==> src/rtl/useq_pkg.sv <==
package useq_pkg;
    typedef enum logic [1:0] {
        SRC_PC  = 2'b00,
        SRC_AR  = 2'b01,
        SRC_STK = 2'b10,
        SRC_DIR = 2'b11
    } src_sel_e;

    typedef enum logic [1:0] {
        STK_HOLD = 2'b00,
        STK_PUSH = 2'b01,
        STK_POP  = 2'b10
    } stk_op_e;
endpackage

==> src/rtl/useq_addr_mux.sv <==
module useq_addr_mux
    import useq_pkg::*;
#(
    parameter int WIDTH  = 4,
    parameter bit HAS_OR = 1'b1
) (
    input  logic [WIDTH-1:0] pc_q,
    input  logic [WIDTH-1:0] ar_q,
    input  logic [WIDTH-1:0] stk_top,
    input  logic [WIDTH-1:0] d,
    input  logic [1:0]       sel,
    input  logic [WIDTH-1:0] or_in,
    input  logic             zero_n,
    output logic [WIDTH-1:0] y
);
    logic [WIDTH-1:0] src;
    logic [WIDTH-1:0] forced;

    always_comb begin
        unique case (src_sel_e'(sel))
            SRC_PC:  src = pc_q;
            SRC_AR:  src = ar_q;
            SRC_STK: src = stk_top;
            SRC_DIR: src = d;
        endcase
    end

    generate
        if (HAS_OR) begin : g_or
            assign forced = src | or_in;
        end else begin : g_no_or
            assign forced = src;
        end
    endgenerate

    assign y = zero_n ? forced : '0;
endmodule

==> src/rtl/useq_ret_stack.sv <==
module useq_ret_stack
    import useq_pkg::*;
#(
    parameter int WIDTH = 4,
    parameter int DEPTH = 4
) (
    input  logic             clk,
    input  logic             rst,
    input  logic             fe_n,
    input  logic             pup,
    input  logic [WIDTH-1:0] pc_in,
    output logic [WIDTH-1:0] stk_top
);
    localparam int PW = (DEPTH > 1) ? $clog2(DEPTH) : 1;
    localparam logic [PW-1:0] LAST = PW'(DEPTH - 1);

    logic [WIDTH-1:0] mem [DEPTH];
    logic [PW-1:0]    sp;
    logic [PW-1:0]    sp_up;
    logic [PW-1:0]    sp_dn;
    stk_op_e          op;

    always_comb begin
        op = STK_HOLD;
        if (!fe_n) op = pup ? STK_PUSH : STK_POP;
    end

    assign sp_up   = (sp == LAST) ? '0 : sp + 1'b1;
    assign sp_dn   = (sp == '0) ? LAST : sp - 1'b1;
    assign stk_top = mem[sp];

    always_ff @(posedge clk) begin
        if (rst) begin
            sp <= '0;
            for (int i = 0; i < DEPTH; i++) mem[i] <= '0;
        end else begin
            unique case (op)
                STK_PUSH: begin
                    sp      <= sp_up;
                    mem[sp_up] <= pc_in;
                end
                STK_POP:  sp <= sp_dn;
                default:  begin end
            endcase
        end
    end

    AST_STACK_IDLE: assert property (@(posedge clk) disable iff (rst)
        fe_n |=> ($stable(sp) && $stable(stk_top)));
    AST_PUSH_TOP: assert property (@(posedge clk) disable iff (rst)
        (!fe_n && pup) |=> (stk_top == $past(pc_in)));
endmodule

==> src/rtl/useq_slice.sv <==
module useq_slice
    import useq_pkg::*;
#(
    parameter int WIDTH  = 4,
    parameter int DEPTH  = 4,
    parameter bit HAS_OR = 1'b1
) (
    input  logic             clk,
    input  logic             rst,
    input  logic [WIDTH-1:0] d,
    input  logic [WIDTH-1:0] r,
    input  logic             reg_en_n,
    input  logic [1:0]       sel,
    input  logic             fe_n,
    input  logic             pup,
    input  logic             cin,
    input  logic [WIDTH-1:0] or_in,
    input  logic             zero_n,
    input  logic             oe_n,
    output logic [WIDTH-1:0] y,
    output logic             cout,
    output logic             y_drv
);
    logic [WIDTH-1:0] pc_q;
    logic [WIDTH-1:0] ar_q;
    logic [WIDTH-1:0] ar_src;
    logic [WIDTH-1:0] stk_top;

    assign ar_src = HAS_OR ? r : d;

    always_ff @(posedge clk) begin
        if (rst) begin
            pc_q <= '0;
            ar_q <= '0;
        end else begin
            pc_q <= y + WIDTH'(cin);
            if (!reg_en_n) ar_q <= ar_src;
        end
    end

    useq_ret_stack #(.WIDTH(WIDTH), .DEPTH(DEPTH)) u_stack (
        .clk     (clk),
        .rst     (rst),
        .fe_n    (fe_n),
        .pup     (pup),
        .pc_in   (pc_q),
        .stk_top (stk_top)
    );

    useq_addr_mux #(.WIDTH(WIDTH), .HAS_OR(HAS_OR)) u_mux (
        .pc_q    (pc_q),
        .ar_q    (ar_q),
        .stk_top (stk_top),
        .d       (d),
        .sel     (sel),
        .or_in   (or_in),
        .zero_n  (zero_n),
        .y       (y)
    );

    assign cout  = cin & (&y);
    assign y_drv = ~oe_n;

    AST_ZERO_FORCE: assert property (@(posedge clk) disable iff (rst)
        !zero_n |-> (y == '0));
    AST_PC_REPEAT: assert property (@(posedge clk) disable iff (rst)
        !cin |=> (pc_q == $past(y)));
    AST_CARRY_WRAP: assert property (@(posedge clk) disable iff (rst)
        cout |=> (pc_q == '0));
    AST_AR_HOLD: assert property (@(posedge clk) disable iff (rst)
        reg_en_n |=> $stable(ar_q));
endmodule

==> config.mk <==
export PLATFORM = sky130hd
export DESIGN_NAME = useq_slice
export DESIGN_NICKNAME = d
export VERILOG_FILES = /design/src/rtl/useq_pkg.sv /design/src/rtl/useq_addr_mux.sv /design/src/rtl/useq_ret_stack.sv /design/src/rtl/useq_slice.sv
export SDC_FILE = /design/constraint.sdc
export NUM_CORES = 1
export LEC_CHECK = 0
export BUFFER_PORTS_ARGS = -buffer_cell sky130_fd_sc_hd__buf_2
export CAP_MARGIN = 10
export CORE_MARGIN = 8
export CORE_UTILIZATION = 45
export CTS_BUF_LIST = sky130_fd_sc_hd__clkbuf_8 sky130_fd_sc_hd__clkbuf_16
export CTS_CLUSTER_SIZE = 24
export DETAILED_ROUTE_END_ITERATION = 10
export GPL_ROUTABILITY_DRIVEN = 0
export PLACE_DENSITY = 0.79
export SYNTH_ARGS = -nofsm -noshare
export SYNTH_HDL_FRONTEND = slang
export SYNTH_SLANG_ARGS = --single-unit
==> constraint.sdc <==
create_clock -name clk -period 2.15 [get_ports clk]
set_input_delay 0.215 -clock clk [delete_from_list [all_inputs] [get_ports clk]]
set_output_delay 0.215 -clock clk [all_outputs]
set_load 0.02 [all_outputs]
==> impl_metrics.env, run 1 <==
export IMPL_period_minus_slack_ps=2080
export IMPL_synth_edf_count=16
export IMPL_finalWorstSetupSlack_ps=71.6
export IMPL_start_kind="register"
export IMPL_die_h_um=72.4
export IMPL_finalHoldViolations=0
export IMPL_insertion_delay_ps=270
export IMPL_cts_root_buf="clkbuf_8"
export IMPL_finalCritPeriodShare_pct=96.7
export IMPL_syn_to_final_growth_pct=24.9
export IMPL_hp_class="in2reg"
export IMPL_viasPerCell=5.20
export IMPL_power_density_nw_per_um2=695
export IMPL_multiInputGateArea_um2=701
export IMPL_tns_ps=0
export IMPL_clock_path_buffers=2
export IMPL_hold_slack_ps=176
export IMPL_grt_pass1_vias=1137
export IMPL_die_w_um=72.4
export IMPL_synth_common_cells="16 x and2_1, 16 x edfxtp_1, 14 x nor2_1, 12 x dfxtp_1, 11 x mux2i_1"
export IMPL_relSlewSlack_pct=75.4
export IMPL_start_util_pct=46.9
export IMPL_cpMostUsedCell="buf_6"
export IMPL_nets=192
export IMPL_max_freq_mhz=481
export IMPL_drive_gt1_share_pct=37.6
export IMPL_synth_fp_nets=156
export IMPL_synthMuxAreaShare_pct=11.9
export IMPL_ys_seq_elements=28
export IMPL_core_area_um2=3050
export IMPL_pre_cts_slack_ps=99.2
export IMPL_wl_per_cell_um=15.4
export IMPL_synth_top_family_by_area="simple AND/OR/NAND/NOR gates"
export IMPL_std_cell_rows=20
export IMPL_worst_pin_slew_ps=366
export IMPL_synth_xor_area_share_pct=0.612
export IMPL_power_total_uw=1240
export IMPL_synth_compound_area_share_pct=10.4
export IMPL_clk_pin_slew_ps=90
export IMPL_synth_top_area_share_pct=33.6
export IMPL_worst_ep_required_time_ps=1930
export IMPL_synth_cell_area_um2=1430
export IMPL_vias=1086
export IMPL_cts_sinks=28
export IMPL_ant_nets=0
export IMPL_drc=0
export IMPL_cts_made_buffers=3
export IMPL_synth_main_ff_cell="edfxtp_1"
export IMPL_numPortBuffers=27
export IMPL_cp_data_arrival_time_ps=1860
export IMPL_syn_avg_cell_area_um2=11.0
export IMPL_grt_pass1_wl_um=5110
export IMPL_grt_max_degree=17
export IMPL_reg2reg_depth=7
export IMPL_netlist_instances=130
export IMPL_regArea_um2=722
export IMPL_die_area_um2=5240
export IMPL_pin_count=28
export IMPL_track_usage_pct=12.4
export IMPL_dr_first_iter_drc_count=108
export IMPL_fin_util_pct=58.6
export IMPL_worst_clock_skew_ps=1.60
export IMPL_ys_types=34
export IMPL_synth_fa_ha_area_share_pct=3.50
export IMPL_drt_total_wl_um=3220
export IMPL_cts_hold_buf=0
export IMPL_synth_area_leaders="edfxtp_1 34%, dfxtp_1 17%, mux2i_1 7.7%, and2_1 7.0%, nor2_1 3.7%"
export IMPL_yosys_warnings=0
export IMPL_status="complete, no violations"
export IMPL_gr_total_overflow=0
export IMPL_antenna_found_initial=0
export IMPL_cts_tree="done"
export IMPL_hold_path_startpoint="r[3]"
export IMPL_hold_path_depth=3
export IMPL_rrSetupSlack_ps=90
export IMPL_seq_area_frac_synth_pct=50.3
export IMPL_endpoint_kind="output pin"
export IMPL_worst_path_largest_cell_delay_ps=360
export IMPL_drv_cap=0
export IMPL_n_fill_cell=255
export IMPL_ir_drop_mv=0.299
export IMPL_crit_type="reg2out"
export IMPL_antenna_cells=0
export IMPL_synth_async_reset_ratio_pct=0
export IMPL_post_dp_hpwl_um=2450
export IMPL_worstReg2RegEnd="pc_q[2]$_SDFF_PP0_"
export IMPL_h_tree_depth=1
export IMPL_cp_slowest_cell="dfxtp_2"
export IMPL_yosys_area_share_simple_pct=18.7
export IMPL_synth_top_cell_by_area="edfxtp_1"
export IMPL_setup_viol=0
export IMPL_cp_cell_sequence="buf_6 > mux2_2 > o22a_2 > a21oi_4 > nor2_2 > and4_1 > buf_6"
export IMPL_slew_viol_final=0
export IMPL_cp_max_fo=5
export IMPL_hold_end="ar_q[3]$_SDFFE_PP0N_"
export IMPL_p_leak_uw=0.000752
export IMPL_first_pass_iters=4
## area by class of cell
cell class	count	area share (%)
tap	44	3.08
clock buffer	3	2.31
clock inverter	1	1.68
inverter	7	1.47
multi-input combinational	90	39.2
timing repair buffer	36	11.9
sequential	28	40.4
## cell families after synthesis
group | count (synthesis)
AND/OR/NAND/NOR | 47
AO/OA/AOI/OAI | 23
buffers and inverters | 12
XOR/XNOR | 1
multiplexers | 15
adder cells (fa/ha/maj) | 4
flip-flops | 28
## registers in the layout (all words and copies together) (netlist names), named ones only
signal,flops
u_stack.sp,2
u_stack.mem,16
pc_q,4
ar_q,4
## how the worst max path moves through the flow
stage,slack [ps],endpoint,startpoint
3_5_place_dp,100,pc_q[2]$_SDFF_PP0_,register
3_3_place_gp,150,pc_q[2]$_SDFF_PP0_,register
4_1_cts,40,cout,register
2_1_floorplan,40,pc_q[2]$_SDFF_PP0_,register
6_report,70,cout,register
5_1_grt,-4,cout,register
## layout by cell type (no fill, tap or decap), types with 2 or more instances in the layout
master | netlist | routed
buf_2 | 1 | 26
and2_1 | 16 | 16
edfxtp_1 | 16 | 16
nor2_1 | 14 | 12
mux2i_1 | 11 | 11
dfxtp_1 | 12 | 11
buf_4 | 1 | 8
inv_1 | 7 | 7
o21ai_0 | 7 | 7
mux2_2 | 3 | 3
or2_2 | 3 | 3
nor2b_1 | 3 | 3
a21oi_1 | 4 | 3
clkbuf_8 | 0 | 3
o22a_2 | 2 | 2
nand2_1 | 2 | 2
a31oi_1 | 3 | 2
nor4b_1 | 2 | 2
a21oi_2 | 2 | 2
ha_2 | 0 | 2
ha_1 | 4 | 2
buf_6 | 2 | 2
## routing by layer
metal	part of all wire [%]	global-route usage, %	vias to the layer above
met4	1.1	6.89	0
met3	3.4	2.62	4
li1	-	-	528
met1	42	13.1	535
met5	0	0	-
met2	53	22.3	19
## metrics by stage
step | area [um^2] | std cells
4_1_cts | 1710 | 205
3_3_place_gp | 1620 | 201
6_report | 1790 | 209
5_1_grt | 1790 | 209
2_1_floorplan | 1430 | 130
3_5_place_dp | 1620 | 201
## critical path, delay by kind of cell (launching register included)
kind	cells	cell delay, ps
AO/OA/AOI/OAI	2	450
buffers and inverters	2	250
flip-flops	1	360
multiplexers	1	320
AND/OR/NAND/NOR	2	210
## report_power, final
part / total (uW) / switching, uW / internal [uW]
sequential: 622 / 22.7 / 599
clock: 412 / 163 / 249
combinational: 208 / 110 / 98.4
total: 1240 / 295 / 947
## repair_timing
action / CTS / global route
endpoints found under the setup margin: 1 / 2
buffers inserted: 0 / 4
pin swaps: 0 / 6
cloned: 0 / 0
gates resized for setup: 3 / 11
Power figures use the tool's default switching activity.
==> run 2: changes to the inputs <==
--- a/config.mk
+++ b/config.mk
@@ -13,7 +13,7 @@
 export CTS_CLUSTER_SIZE = 24
 export DETAILED_ROUTE_END_ITERATION = 10
 export GPL_ROUTABILITY_DRIVEN = 0
-export PLACE_DENSITY = 0.79
+export PLACE_DENSITY = 0.76
 export SYNTH_ARGS = -nofsm -noshare
 export SYNTH_HDL_FRONTEND = slang
 export SYNTH_SLANG_ARGS = --single-unit
==> constraint.sdc (replaced) <==
create_clock -name clk -period 2.1 [get_ports clk]
set_input_delay 0.21 -clock clk [delete_from_list [all_inputs] [get_ports clk]]
set_output_delay 0.21 -clock clk [all_outputs]
set_load 0.02 [all_outputs]
==> run 2 against run 1 <==
Against the previous run: register-to-register slack worse by 60 ps; critical endpoint unchanged; sequential share of layout area is 0.47 points lower; final area rose by 1.2%; setup slack got worse by 51 ps; clock power is 30% lower; final cell count up 0.96%; sequential power grew 2%; utilization increased by 0.70 points; non-clock buffer count rose by 2; combinational power increased by 11%; largest cell class is now multi-input gates; power decreased by 6.9%; wire length up 4.1%.
==> impl_metrics.env, run 2 (synthesis results as in run 1) <==
export IMPL_p_switching_uw=300
export IMPL_rsz0062_at_grt="true"
export IMPL_vias=1118
export IMPL_hold_end="ar_q[0]$_SDFFE_PP0N_"
export IMPL_std_cell_rows=20
export IMPL_cp_data_arrival_time_ps=1870
export IMPL_antenna_cells=0
export IMPL_pwr_share_comb_pct=20.0
export IMPL_crit_type="reg2out"
export IMPL_cts_made_buffers=3
export IMPL_finalHoldViolations=0
export IMPL_final_cell_area_um2=1810
export IMPL_core_area_um2=3050
export IMPL_worst_clock_skew_ps=5.21
export IMPL_worstReg2RegEnd="pc_q[2]$_SDFF_PP0_"
export IMPL_setup_viol=0
export IMPL_seqPwrFrac_pct=55.0
export IMPL_grt_pass1_vias=1088
export IMPL_cts_tree="done"
export IMPL_cts_sinks=28
export IMPL_grt_max_degree=16
export IMPL_die_area_um2=5240
export IMPL_nets=194
export IMPL_pre_cts_slack_ps=70.1
export IMPL_grt_pass1_wl_um=5240
export IMPL_slew_viol_final=0
export IMPL_start_kind="register"
export IMPL_largest_reg_flops=16
export IMPL_intPower_uw=856
export IMPL_top_register="u_stack.mem"
export IMPL_regArea_um2=722
export IMPL_cts_root_buf="clkbuf_8"
export IMPL_max_freq_mhz=481
export IMPL_period_minus_slack_ps=2080
export IMPL_numPortBuffers=27
export IMPL_layout_commonest_cell="buf_2"
export IMPL_die_w_um=72.4
export IMPL_cp_max_fo=3
export IMPL_clock_power_share_pct=24.9
export IMPL_drc=0
export IMPL_endpoint_kind="output pin"
export IMPL_syn_to_final_growth_pct=26.4
export IMPL_pin_count=28
export IMPL_die_h_um=72.4
export IMPL_relSlewSlack_pct=73.7
export IMPL_ant_nets=0
export IMPL_reg_largest_list="u_stack.mem: 16 flops, ar_q: 4 flops, pc_q: 4 flops"
export IMPL_finalCritPeriodShare_pct=99.0
export IMPL_drv_cap=0
export IMPL_power_density_nw_per_um2=639
export IMPL_dpl_cell_area_um2=1620
export IMPL_clk_pin_slew_ps=80
export IMPL_gr_total_overflow=0
export IMPL_power_total_uw=1160
export IMPL_wl_per_cell_um=15.9
export IMPL_worst_path_largest_cell_delay_ps=450
export IMPL_switching_share_pct=26.0
export IMPL_worst_ep_required_time_ps=1890
export IMPL_insertion_delay_ps=270
export IMPL_worst_pin_slew_ps=391
export IMPL_most_common_layout_cells="26 x buf_2, 16 x and2_1, 16 x edfxtp_1, 13 x nor2_1"
export IMPL_antenna_found_initial=0
export IMPL_drive_gt1_share_pct=37.1
export IMPL_hp_class="in2reg"
export IMPL_rrSetupSlack_ps=30
export IMPL_multiInputGateArea_um2=729
export IMPL_drt_total_wl_um=3350
export IMPL_ir_drop_mv=0.454
export IMPL_dr_first_iter_drc_count=108
export IMPL_h_tree_depth=1
export IMPL_hold_path_startpoint="r[0]"
export IMPL_p_leak_uw=0.000761
export IMPL_status="complete, no violations"
export IMPL_track_usage_pct=12.8
export IMPL_n_fill_cell=257
export IMPL_fin_util_pct=59.3
export IMPL_hold_path_depth=3
export IMPL_clock_path_buffers=2
export IMPL_finalWorstSetupSlack_ps=20.3
export IMPL_first_pass_iters=4
export IMPL_start_util_pct=46.9
export IMPL_cp_slowest_cell="or3b_4"
export IMPL_cp_cell_sequence="or3b_4 > o22a_4 > a21oi_4 > nor2_1 > and4_1 > buf_6"
export IMPL_post_dp_hpwl_um=2470
export IMPL_viasPerCell=5.30
export IMPL_reg2reg_depth=8
## run 2: cell types whose count changed in the layout (fill, tap and decap cells not counted), sizes merged
cell,change
inv,+1
buf,+2
bufinv,-1
## run 2: through the flow
step / TNS [ps] / instances / hold WS, ps
floorplan: 0 / 130 / 282
global placement: 0 / 201 / 447
detailed placement: 0 / 201 / 482
CTS: 0 / 208 / 199
global route: -142 / 211 / 207
finish: 0 / 211 / 194
## run 2: layout make-up
cell class / count / area share, %
Inverter: 7 / 1.45
Tap cell: 44 / 3.04
Multi-Input combinational cell: 90 / 40.3
Timing Repair Buffer: 38 / 12.8
Sequential cell: 28 / 39.9
Clock buffer: 3 / 2.28
Clock inverter: 1 / 0.207
## run 2: timing repair
| item | CTS | global route |
|---|---|---|
| endpoints found under the setup margin | 1 | 2 |
| pin swaps | 1 | 7 |
| buffers inserted | 3 | 3 |
| hold buffers | 0 | 0 |
| gates resized for setup | 3 | 15 |
## run 2: critical path: cells and delay by family, from the launching register on
kind	cells	cell delay (ps)
flip-flops	1	360
buffers and inverters	1	130
AO/OA/AOI/OAI	2	390
AND/OR/NAND/NOR	3	720
## run 2: power by group through the flow
stage / Clock (uW) / Sequential, uW / Combinational, uW
after floorplan: 0 / 639 / 129
after global placement: 0 / 645 / 176
after detailed placement: 0 / 648 / 185
after CTS: 291 / 635 / 197
after global routing: 316 / 641 / 253
final: 288 / 636 / 231
## run 2: metal layers
layer	wire, um	GRT usage [%]	share of wire [%]
met1	1430	15.5	43
met2	1750	22.2	52
met3	165	3.17	4.9
met4	7	2.67	0.21
met5	0	0	0
## run 2: how the worst max path moves through the flow
stage             start            endpoint  depth (start not counted)
2_1_floorplan  register  pc_q[2]$_SDFF_PP0_                          8
4_1_cts        register                cout                          7
3_3_place_gp   register  pc_q[2]$_SDFF_PP0_                          7
6_report       register                cout                          6
3_5_place_dp   register  pc_q[2]$_SDFF_PP0_                          7
5_1_grt        register                y[1]                          5
==> run 3: changes to the inputs <==
--- a/config.mk
+++ b/config.mk
@@ -5,15 +5,15 @@
 export SDC_FILE = /design/constraint.sdc
 export NUM_CORES = 1
 export LEC_CHECK = 0
-export BUFFER_PORTS_ARGS = -buffer_cell sky130_fd_sc_hd__buf_2
 export CAP_MARGIN = 10
 export CORE_MARGIN = 8
 export CORE_UTILIZATION = 45
 export CTS_BUF_LIST = sky130_fd_sc_hd__clkbuf_8 sky130_fd_sc_hd__clkbuf_16
 export CTS_CLUSTER_SIZE = 24
 export DETAILED_ROUTE_END_ITERATION = 10
+export DONT_BUFFER_PORTS = 1
 export GPL_ROUTABILITY_DRIVEN = 0
-export PLACE_DENSITY = 0.76
+export PLACE_DENSITY = 0.69
 export SYNTH_ARGS = -nofsm -noshare
 export SYNTH_HDL_FRONTEND = slang
 export SYNTH_SLANG_ARGS = --single-unit
==> constraint.sdc (replaced) <==
create_clock -name clk -period 2.4 [get_ports clk]
set_input_delay 0.24 -clock clk [delete_from_list [all_inputs] [get_ports clk]]
set_output_delay 0.24 -clock clk [all_outputs]
set_load 0.02 [all_outputs]
==> run 3 against run 2 <==
Against the previous run: flip-flop and latch count is the same; clock power increased by 17%; first-iteration DRC count down 43%; largest cell class is now sequential cells; highest routed layer unchanged.
==> impl_metrics.env, run 3 (synthesis results as in run 1) <==
export IMPL_status="complete, no violations"
export IMPL_intPower_uw=776
export IMPL_ant_nets=0
export IMPL_post_dp_hpwl_um=2280
export IMPL_drt_total_wl_um=2970
export IMPL_setup_viol=0
export IMPL_die_w_um=72.4
export IMPL_die_h_um=72.4
export IMPL_worst_ep_required_time_ps=2160
export IMPL_antenna_cells=0
export IMPL_cp_slowest_cell="dfxtp_1"
export IMPL_first_pass_iters=4
export IMPL_cts_made_buffers=3
export IMPL_cts_setup_buffers=0
export IMPL_seqPwrFrac_pct=54.7
export IMPL_track_usage_pct=11.5
export IMPL_antenna_found_initial=0
export IMPL_worst_pin_slew_ps=631
export IMPL_hold_path_startpoint="rst"
export IMPL_ir_drop_mv=0.489
export IMPL_drive_gt1_share_pct=14.4
export IMPL_std_cell_rows=20
export IMPL_reg2reg_depth=7
export IMPL_cts_root_buf="clkbuf_8"
export IMPL_start_util_pct=46.9
export IMPL_drc=0
export IMPL_vias=943
export IMPL_dr_first_iter_drc_count=62
export IMPL_cts_resized=0
export IMPL_wl_per_cell_um=16.9
export IMPL_hold_path_depth=1
export IMPL_clock_path_buffers=2
export IMPL_max_freq_mhz=440
export IMPL_cp_max_fo=6
export IMPL_rrSetupSlack_ps=210
export IMPL_power_density_nw_per_um2=661
export IMPL_multiInputGateArea_um2=648
export IMPL_pwr_share_comb_pct=12.3
export IMPL_grt_pass1_wl_um=4620
export IMPL_finalCritPeriodShare_pct=94.7
export IMPL_hold_end="ar_q[0]$_SDFFE_PP0N_"
export IMPL_worst_clock_skew_ps=7.21
export IMPL_grt_max_degree=17
export IMPL_die_area_um2=5240
export IMPL_crit_type="reg2out"
export IMPL_finalHoldViolations=0
export IMPL_worst_path_largest_cell_delay_ps=360
export IMPL_clock_power_share_pct=33.0
export IMPL_p_switching_uw=241
export IMPL_cp_data_arrival_time_ps=2030
export IMPL_p_leak_uw=0.000609
export IMPL_switching_share_pct=23.7
export IMPL_n_fill_cell=276
export IMPL_cp_cell_sequence="buf_4 > mux2_2 > o22a_2 > a21oi_2 > nor2_1 > and4_1"
export IMPL_syn_to_final_growth_pct=7.52
export IMPL_worstReg2RegEnd="pc_q[2]$_SDFF_PP0_"
export IMPL_numPortBuffers=0
export IMPL_tns_ps=0
export IMPL_reg_largest_list="u_stack.mem: 16 flops, ar_q: 4 flops, pc_q: 4 flops"
export IMPL_regArea_um2=721
export IMPL_h_tree_depth=1
export IMPL_period_minus_slack_ps=2270
export IMPL_slew_viol_final=0
export IMPL_most_common_layout_cells="16 x and2_1, 16 x edfxtp_1, 13 x nor2_1, 12 x dfxtp_1, 11 x mux2i_1"
export IMPL_gr_total_overflow=0
export IMPL_cts_sinks=28
export IMPL_insertion_delay_ps=280
export IMPL_rsz0062_at_grt="false"
export IMPL_core_area_um2=3050
export IMPL_cts_hold_buf=0
export IMPL_hp_class="in2reg"
export IMPL_largest_reg_flops=16
export IMPL_drv_cap=0
export IMPL_pin_count=28
export IMPL_dp_cells=172
export IMPL_top_register="u_stack.mem"
export IMPL_endpoint_kind="output pin"
export IMPL_fin_cells=176
export IMPL_nets=159
export IMPL_relSlewSlack_pct=57.9
export IMPL_start_kind="register"
export IMPL_clk_pin_slew_ps=100
export IMPL_cts_tree="done"
export IMPL_viasPerCell=5.36
export IMPL_grt_pass1_vias=924
## run 3: layer usage
layer	up-vias	track usage [%]	wire length, um
met2	23	17.9	1410
met4	0	4.00	36
met5	-	0	0
li1	464	-	-
met3	4	3.86	164
met1	452	14.4	1360
## run 3: final cells by class
class                   count  share of cell area (%)
clock buffers               4                    4.31
multi-input cells          90                    42.1
flip-flops and latches     28                    46.8
inverters                   7                    1.71
repair buffers              3                    1.46
well taps                  44                    3.58
## run 3: power by group through the flow
| stage | Combinational (uW) | Clock, uW | Sequential [uW] |
|---|---|---|---|
| 2_1_floorplan | 112 | 0 | 559 |
| 3_3_place_gp | 119 | 0 | 565 |
| 3_5_place_dp | 123 | 0 | 568 |
| 4_1_cts | 124 | 334 | 556 |
| 5_1_grt | 136 | 353 | 560 |
| 6_report | 125 | 336 | 556 |
## run 3: how the worst max path moves through the flow
stage / end / slack, ps
6_report: cout / 130
5_1_grt: cout / 20
4_1_cts: cout / 120
3_5_place_dp: pc_q[2]$_SDFF_PP0_ / 200
3_3_place_gp: pc_q[2]$_SDFF_PP0_ / 270
2_1_floorplan: pc_q[2]$_SDFF_PP0_ / 220
## run 3: per-stage QoR
step / hold slack (ps) / power [uW] / utilization (%) / setup WS (ps) / instance area, um^2
final: 12.6 / 1020 / 50.4 / 127 / 1540
after floorplan: 312 / 670 / - / 221 / 1430
after detailed placement: 309 / 691 / 48.2 / 195 / 1470
after global placement: 306 / 684 / 48.2 / 266 / 1470
after CTS: 12.0 / 1010 / 50.3 / 123 / 1540
after global routing: 3.87 / 1050 / 50.4 / 17.1 / 1540
## run 3: worst max-delay path: cells and delay by family, from the launching register on
family | cells | cell delay (ps)
and+or+nand+nor | 2 | 440
AOI/OAI and AO/OA | 2 | 430
DFF | 1 | 360
muxes | 1 | 340
buffers and inverters | 1 | 180
